$ cat config.mk
export PLATFORM = sky130hd
export DESIGN_NAME = sticky_wdt
export DESIGN_NICKNAME = d
export VERILOG_FILES = /design/src/rtl/sticky_wdt_pkg.sv /design/src/rtl/wdt_ctrl_reg.sv /design/src/rtl/wdt_key_seq.sv /design/src/rtl/wdt_countdown.sv /design/src/rtl/sticky_wdt.sv
export SDC_FILE = /design/constraint.sdc
export NUM_CORES = 1
export LEC_CHECK = 0
export BUFFER_PORTS_ARGS = -buffer_cell sky130_fd_sc_hd__buf_4
export CORE_MARGIN = 10
export CORE_UTILIZATION = 54
export DETAILED_ROUTE_END_ITERATION = 10
export PLACE_DENSITY = 0.77
export SLEW_MARGIN = 20
export SYNTH_ARGS = -nofsm -noshare
export SYNTH_HDL_FRONTEND = slang
export SYNTH_SLANG_ARGS = --single-unit
$ cat constraint.sdc
create_clock -name clk -period 2.6 [get_ports clk]
set_input_delay 0 -clock clk [delete_from_list [all_inputs] [get_ports clk]]
set_output_delay 0 -clock clk [all_outputs]
set_load 0.01 [all_outputs]
$ cat src/rtl/sticky_wdt_pkg.sv
package sticky_wdt_pkg;
  typedef enum logic {
    KS_IDLE  = 1'b0,
    KS_HALF  = 1'b1
  } key_state_e;

  localparam int unsigned REG_CTRL = 0;
  localparam int unsigned REG_SVC  = 1;
  localparam int unsigned REG_CNT  = 2;
endpackage

$ cat src/rtl/wdt_ctrl_reg.sv
module wdt_ctrl_reg #(
  parameter int TMO_W = 8
) (
  input  logic             clk,
  input  logic             rst,
  input  logic             wr_stb,
  input  logic [TMO_W-1:0] wr_tmo,
  input  logic             wr_en_bit,
  output logic             en_q,
  output logic [TMO_W-1:0] tmo_q,
  output logic             arm_pulse
);
  // The first enabling write arms the counter; later writes only move the field.
  assign arm_pulse = wr_stb && wr_en_bit && !en_q;

  always_ff @(posedge clk) begin
    if (rst) begin
      en_q  <= 1'b0;
      tmo_q <= '0;
    end else if (wr_stb) begin
      tmo_q <= wr_tmo;
      if (wr_en_bit) en_q <= 1'b1;
    end
  end

  assert_enable_sticky_R4: assert property (@(posedge clk) disable iff (rst)
    en_q |=> en_q);
  assert_field_written_R9: assert property (@(posedge clk) disable iff (rst)
    wr_stb |=> tmo_q == $past(wr_tmo));
endmodule

$ cat src/rtl/wdt_key_seq.sv
module wdt_key_seq
  import sticky_wdt_pkg::*;
#(
  parameter int                DATA_W     = 16,
  parameter logic [DATA_W-1:0] KEY_FIRST  = 'h5555,
  parameter logic [DATA_W-1:0] KEY_SECOND = 'hAAAA
) (
  input  logic              clk,
  input  logic              rst,
  input  logic              svc_wr,
  input  logic [DATA_W-1:0] svc_data,
  output logic              restart
);
  key_state_e st_q;

  assign restart = svc_wr && (st_q == KS_HALF) && (svc_data == KEY_SECOND);

  always_ff @(posedge clk) begin
    if (rst) begin
      st_q <= KS_IDLE;
    end else if (svc_wr) begin
      // any write other than the first key resolves or abandons the sequence
      st_q <= (svc_data == KEY_FIRST) ? KS_HALF : KS_IDLE;
    end
  end

  assert_restart_clears_R7: assert property (@(posedge clk) disable iff (rst)
    restart |=> st_q == KS_IDLE);
  assert_first_key_pends_R7: assert property (@(posedge clk) disable iff (rst)
    (svc_wr && svc_data == KEY_FIRST) |=> st_q == KS_HALF);
  assert_bad_word_drops_R8: assert property (@(posedge clk) disable iff (rst)
    (svc_wr && svc_data != KEY_FIRST) |=> st_q == KS_IDLE);
endmodule

$ cat src/rtl/wdt_countdown.sv
module wdt_countdown #(
  parameter int TMO_W = 8,
  localparam int CNT_W = TMO_W + 1
) (
  input  logic             clk,
  input  logic             rst,
  input  logic             en,
  input  logic [TMO_W-1:0] tmo,
  input  logic             arm,
  input  logic [TMO_W-1:0] arm_tmo,
  input  logic             restart,
  input  logic             tick,
  output logic [CNT_W-1:0] cnt_q,
  output logic             expire_q
);
  logic [CNT_W-1:0] reload;
  logic [CNT_W-1:0] arm_reload;

  assign reload     = {1'b0, tmo} + CNT_W'(1);
  assign arm_reload = {1'b0, arm_tmo} + CNT_W'(1);

  always_ff @(posedge clk) begin
    if (rst) begin
      cnt_q    <= CNT_W'(1);
      expire_q <= 1'b0;
    end else begin
      expire_q <= 1'b0;
      if (arm) begin
        cnt_q <= arm_reload;
      end else if (!en || restart) begin
        cnt_q <= reload;
      end else if (tick) begin
        if (cnt_q == CNT_W'(1)) begin
          expire_q <= 1'b1;
          cnt_q    <= reload;
        end else begin
          cnt_q <= cnt_q - CNT_W'(1);
        end
      end
    end
  end

  assert_no_bite_disabled_R3: assert property (@(posedge clk) disable iff (rst)
    !en |=> !expire_q);
  assert_single_pulse_R6: assert property (@(posedge clk) disable iff (rst)
    expire_q |=> !expire_q);
  assert_count_nonzero_R6: assert property (@(posedge clk) disable iff (rst)
    cnt_q != '0);
  assert_step_down_R10: assert property (@(posedge clk) disable iff (rst)
    (en && tick && !arm && !restart && cnt_q > CNT_W'(1)) |=> cnt_q == $past(cnt_q) - CNT_W'(1));
endmodule

$ cat src/rtl/sticky_wdt.sv
module sticky_wdt
  import sticky_wdt_pkg::*;
#(
  parameter int                DATA_W     = 16,
  parameter int                ADDR_W     = 2,
  parameter int                TMO_W      = 8,
  parameter int                EN_BIT     = 15,
  parameter logic [DATA_W-1:0] KEY_FIRST  = 'h5555,
  parameter logic [DATA_W-1:0] KEY_SECOND = 'hAAAA
) (
  input  logic              clk,
  input  logic              rst,
  input  logic              tick_2hz,
  input  logic              req_valid,
  input  logic              req_write,
  input  logic [ADDR_W-1:0] req_addr,
  input  logic [DATA_W-1:0] req_wdata,
  output logic              rsp_valid,
  output logic [DATA_W-1:0] rsp_rdata,
  output logic              rst_req
);
  localparam int CNT_W = TMO_W + 1;

  logic             wr_ctrl, wr_svc, rd_req;
  logic             en_q, arm_pulse, restart, expire_q;
  logic [TMO_W-1:0] tmo_q;
  logic [CNT_W-1:0] cnt_q;
  logic [DATA_W-1:0] ctrl_word, rd_mux;

  assign wr_ctrl = req_valid && req_write && (req_addr == ADDR_W'(REG_CTRL));
  assign wr_svc  = req_valid && req_write && (req_addr == ADDR_W'(REG_SVC));
  assign rd_req  = req_valid && !req_write;

  wdt_ctrl_reg #(.TMO_W(TMO_W)) u_ctrl (
    .clk       (clk),
    .rst       (rst),
    .wr_stb    (wr_ctrl),
    .wr_tmo    (req_wdata[TMO_W-1:0]),
    .wr_en_bit (req_wdata[EN_BIT]),
    .en_q      (en_q),
    .tmo_q     (tmo_q),
    .arm_pulse (arm_pulse)
  );

  wdt_key_seq #(
    .DATA_W     (DATA_W),
    .KEY_FIRST  (KEY_FIRST),
    .KEY_SECOND (KEY_SECOND)
  ) u_keys (
    .clk      (clk),
    .rst      (rst),
    .svc_wr   (wr_svc),
    .svc_data (req_wdata),
    .restart  (restart)
  );

  wdt_countdown #(.TMO_W(TMO_W)) u_cnt (
    .clk      (clk),
    .rst      (rst),
    .en       (en_q),
    .tmo      (tmo_q),
    .arm      (arm_pulse),
    .arm_tmo  (req_wdata[TMO_W-1:0]),
    .restart  (restart),
    .tick     (tick_2hz),
    .cnt_q    (cnt_q),
    .expire_q (expire_q)
  );

  always_comb begin
    ctrl_word                = '0;
    ctrl_word[TMO_W-1:0]     = tmo_q;
    ctrl_word[EN_BIT]        = en_q;
    unique case (req_addr)
      ADDR_W'(REG_CTRL): rd_mux = ctrl_word;
      ADDR_W'(REG_CNT):  rd_mux = DATA_W'(cnt_q);
      default:           rd_mux = '0;
    endcase
  end

  always_ff @(posedge clk) begin
    if (rst) begin
      rsp_valid <= 1'b0;
      rsp_rdata <= '0;
    end else begin
      rsp_valid <= rd_req;
      if (rd_req) rsp_rdata <= rd_mux;
    end
  end

  assign rst_req = expire_q;

  assert_read_latency_R2: assert property (@(posedge clk) disable iff (rst)
    rd_req |=> rsp_valid);
  assert_no_spurious_rsp_R2: assert property (@(posedge clk) disable iff (rst)
    !rd_req |=> !rsp_valid);
endmodule

==> impl_metrics.csv <==
group,metric,value,unit
status,status,"finished clean",
logic_synthesis,synthArstFlopShare,0,
timing,fin_worst_skew,0.00549,ns
logic_synthesis,synth_most_common_cell,"nand2_1",
clock_tree,cts_sinks,31,
clock_tree,cts_tree,"yes",
drt,ant_nets,0,
power,p_sw_frac,0.271,
logic_synthesis,yosysWarnings,0,
critical_path,end_kind,"flip-flop",
clock_tree,htreeDepth,2,
critical_path,cp_data_required_time,2.84,ns
place,post_dp_cell_area,2140,µm²
drt,drt_iter0_drc,171,
power,p_int,0.670,mW
floorplan,die_h,79.0,µm
finish,finalNetCount,307,
hold_path,hold_path_class,"in2reg",
critical_path,r2r_setup_slack,0.48,ns
run,maxCapViolations,0,
global_route,grt_pass1_wl,8220,µm
hold_path,worstHoldStart,"rst",
logic_synthesis,synth_top_area_frac,0.331,
finish,final_cells,324,
hold_path,hold_depth,2,
power,sequentialPowerShare,0.536,
place,hpwl,3770,µm
logic_synthesis,synthCells,235,
global_route,grt_antenna_before_repair,0,
hold_path,hold_end,"u_keys.st_q$_SDFFE_PP0N_",
global_route,grtUsageTotal,0.160,
logic_synthesis,syn_avg_cell_area,7.99,µm²
drt,wl_per_cell,15.4,µm
critical_path,rr_startpoint,"u_cnt.cnt_q[2]$_SDFFE_PP0P_",
clock_tree,clk_latency,0.34,ns
floorplan,ios,41,
power,p_leak,0.880,nW
global_route,first_global_vias,1729,
floorplan,die_x,79.0,µm
clock_tree,root_buffer,"clkbuf_4",
global_route,grt_overflow,0,
timing,hold_viol_final,0,
critical_path,path_max_fanout,14,
logic_synthesis,yosys-top-cells-count,"37 x nand2_1, 31 x dfxtp_1, 18 x nor2_1",
logic_synthesis,synth.distinct_cells,43,
finish,drive_gt1_frac,0.187,
clock_tree,path_clk_slew,0.10,ns
critical_path,criticalPathCategory,"in2reg",
timing,final.setup.tns,0,ns
finish,diodes,0,
power,powerDensity,400,nW/µm²
power,p_sw,0.249,mW
power,ir_drop,0.316,mV
critical_path,start_kind,"input port",
power,pwr-share-comb,0.145,
floorplan,rows,21,
timing,fin_crit_sh,0.848,
drt,drc,0,
place,port-buffer-count,34,
logic_synthesis,yosysTopAreaCell,"dfxtp_1",
floorplan,initial_utilization,0.562,
logic_synthesis,netlist_area,1880,µm²
logic_synthesis,synth_area_leaders,"dfxtp_1 33%, nand2_1 7.4%, xnor2_1 5.1%, ha_1 4.0%, a21oi_1 3.7%",
power,p_clk_frac,0.319,
floorplan,die_area,6230,µm²
clock_tree,cts_buffers,5,
timing,setup_viol,0,
logic_synthesis,yosys_register_bits,31,
finish,area_growth,22.3,%
floorplan,core-area,3340,µm²
power,total_power,0.919,mW
timing,max_slew.worst_pin.slew,0.796,ns
critical_path,arrival,2.45,ns
timing,rsz0062_at_grt,"no",
place,place_congestion,0.924,
drt,vias,1808,
logic_synthesis,ys_seq_area_frac,0.331,
place,place_inst,307,
finish,finalInstanceArea,2300,µm²
global_route,grt_start_max_net_pins,35,
drt,viasPerCell,5.58,
logic_synthesis,synth_ff_type,"dfxtp_1",
critical_path,startpoint,"req_wdata[2]",
clock_tree,post_cts_buffers,0,
critical_path,worstReg2RegEnd,"u_cnt.cnt_q[4]$_SDFFE_PP0P_",
drt,routed_wirelength,4980,µm
logic_synthesis,synth-edff-count,0,
timing,period_needed,2.20,ns
drt,first_pass_iters,4,
timing,relSlewSlack,0.467,
timing,maxSlewViolCount,0,
clock_tree,cts_buffer_depth,2,
critical_path,worst_r2r_path_depth,5,
timing,timing.fmax,454,MHz
==> routing by layer <==
layer	up-vias	global-route usage	share of wire
li1	910	-	-
met1	833	0.196	0.46
met2	54	0.254	0.46
met3	11	0.0473	0.059
met4	0	0.0717	0.024
met5	-	0	0
==> power by group through the flow <==
stage          Combinational (mW)  Clock (mW)  Sequential, mW
2_1_floorplan              0.0708           0           0.501
5_1_grt                     0.147       0.311           0.494
3_5_place_dp                0.119           0           0.504
6_report                    0.133       0.293           0.493
3_3_place_gp                0.118           0           0.504
4_1_cts                     0.132       0.295           0.493
==> layout by cell type, fill, tap and decap left out, types with 2 or more instances in the layout <==
cell type      Yosys  routed
nand2_1           37      37
buf_4              6      37
dfxtp_1           31      31
nor2_1            18      18
a21oi_1           14      14
nand3_1           11      11
xnor2_1           11      11
o21ai_0           10      10
dlygate4sd3_1      0      10
a22oi_1            9       9
inv_1              8       8
nand4_1            7       7
mux2i_1            7       7
nor3_1             7       7
xor2_1             7       7
ha_1               6       6
conb_1             1       6
clkbuf_4           0       5
nor4bb_1           3       3
a31oi_1            3       3
nand2b_1           2       2
nor4_1             2       2
or3_1              2       2
nor4b_1            2       2
and3_1             2       2
a221oi_1           2       2
o41ai_1            2       2
==> layout make-up <==
type | count | area (µm²)
multi-input combinational | 185 | 1150
inverter | 8 | 30.0
clock buffer | 6 | 51.3
fill | 289 | 1040
tap | 46 | 57.6
timing repair buffer | 47 | 378
clock inverter | 1 | 5.00
sequential | 31 | 621
==> registers in the layout, summed over array words and instances, names as in the netlist <==
signal and count:
rsp_rdata 10, u_ctrl.en_q 1, u_cnt.expire_q 1, rsp_valid 1, u_cnt.cnt_q 9, u_ctrl.tmo_q 8, u_keys.st_q 1
==> logic make-up (layout without fill, tap and decap cells) <==
logic type	count (synthesis)	count (layout)	share of synthesized area
AND/OR/NAND/NOR	102	102	0.276
AO/OA/AOI/OAI	46	46	0.165
flip-flops	31	31	0.331
buffers and inverters	24	62	0.0647
XOR/XNOR	18	18	0.0840
multiplexers	7	7	0.0373
adder cells (fa/ha/maj)	6	6	0.0400
other	1	6	0.00200
==> repair_timing <==
| action | in CTS | in global routing |
|---|---|---|
| hold endpoints to repair | 10 | 0 |
| hold buffers | 10 | 0 |
| resized for setup | 0 | 0 |
| setup endpoints to repair | 0 | 0 |
==> per-stage QoR <==
step,util,setup slack (ns),hold slack (ns)
floorplan,-,0.640,0.136
global placement,0.641,0.586,0.268
detailed placement,0.641,0.530,0.300
CTS,0.688,0.412,0.0307
global route,0.688,0.233,0.0615
finish,0.688,0.396,0.0310
==> how the worst max path moves through the flow <==
stage,endpoint,slack (ns),cells after the start
final,u_cnt.cnt_q[0]$_SDFFE_PP1P_,0.40,7
after global placement,u_cnt.cnt_q[4]$_SDFFE_PP0P_,0.59,5
after global routing,u_cnt.cnt_q[3]$_SDFFE_PP0P_,0.23,5
after detailed placement,u_cnt.cnt_q[4]$_SDFFE_PP0P_,0.53,5
after CTS,u_cnt.cnt_q[4]$_SDFFE_PP0P_,0.41,7
after floorplan,u_cnt.cnt_q[4]$_SDFFE_PP0P_,0.64,6
==> worst max-delay path, stage by stage <==
cell and delay [ns]:
dlygate4sd3_1 0.53, buf_4 0.16, or4_4 0.54, o31ai_4 0.37, nor2_1 0.26, or3_1 0.39
o21a_1 0.17
Note: power is estimated with default switching activity, not from simulation.
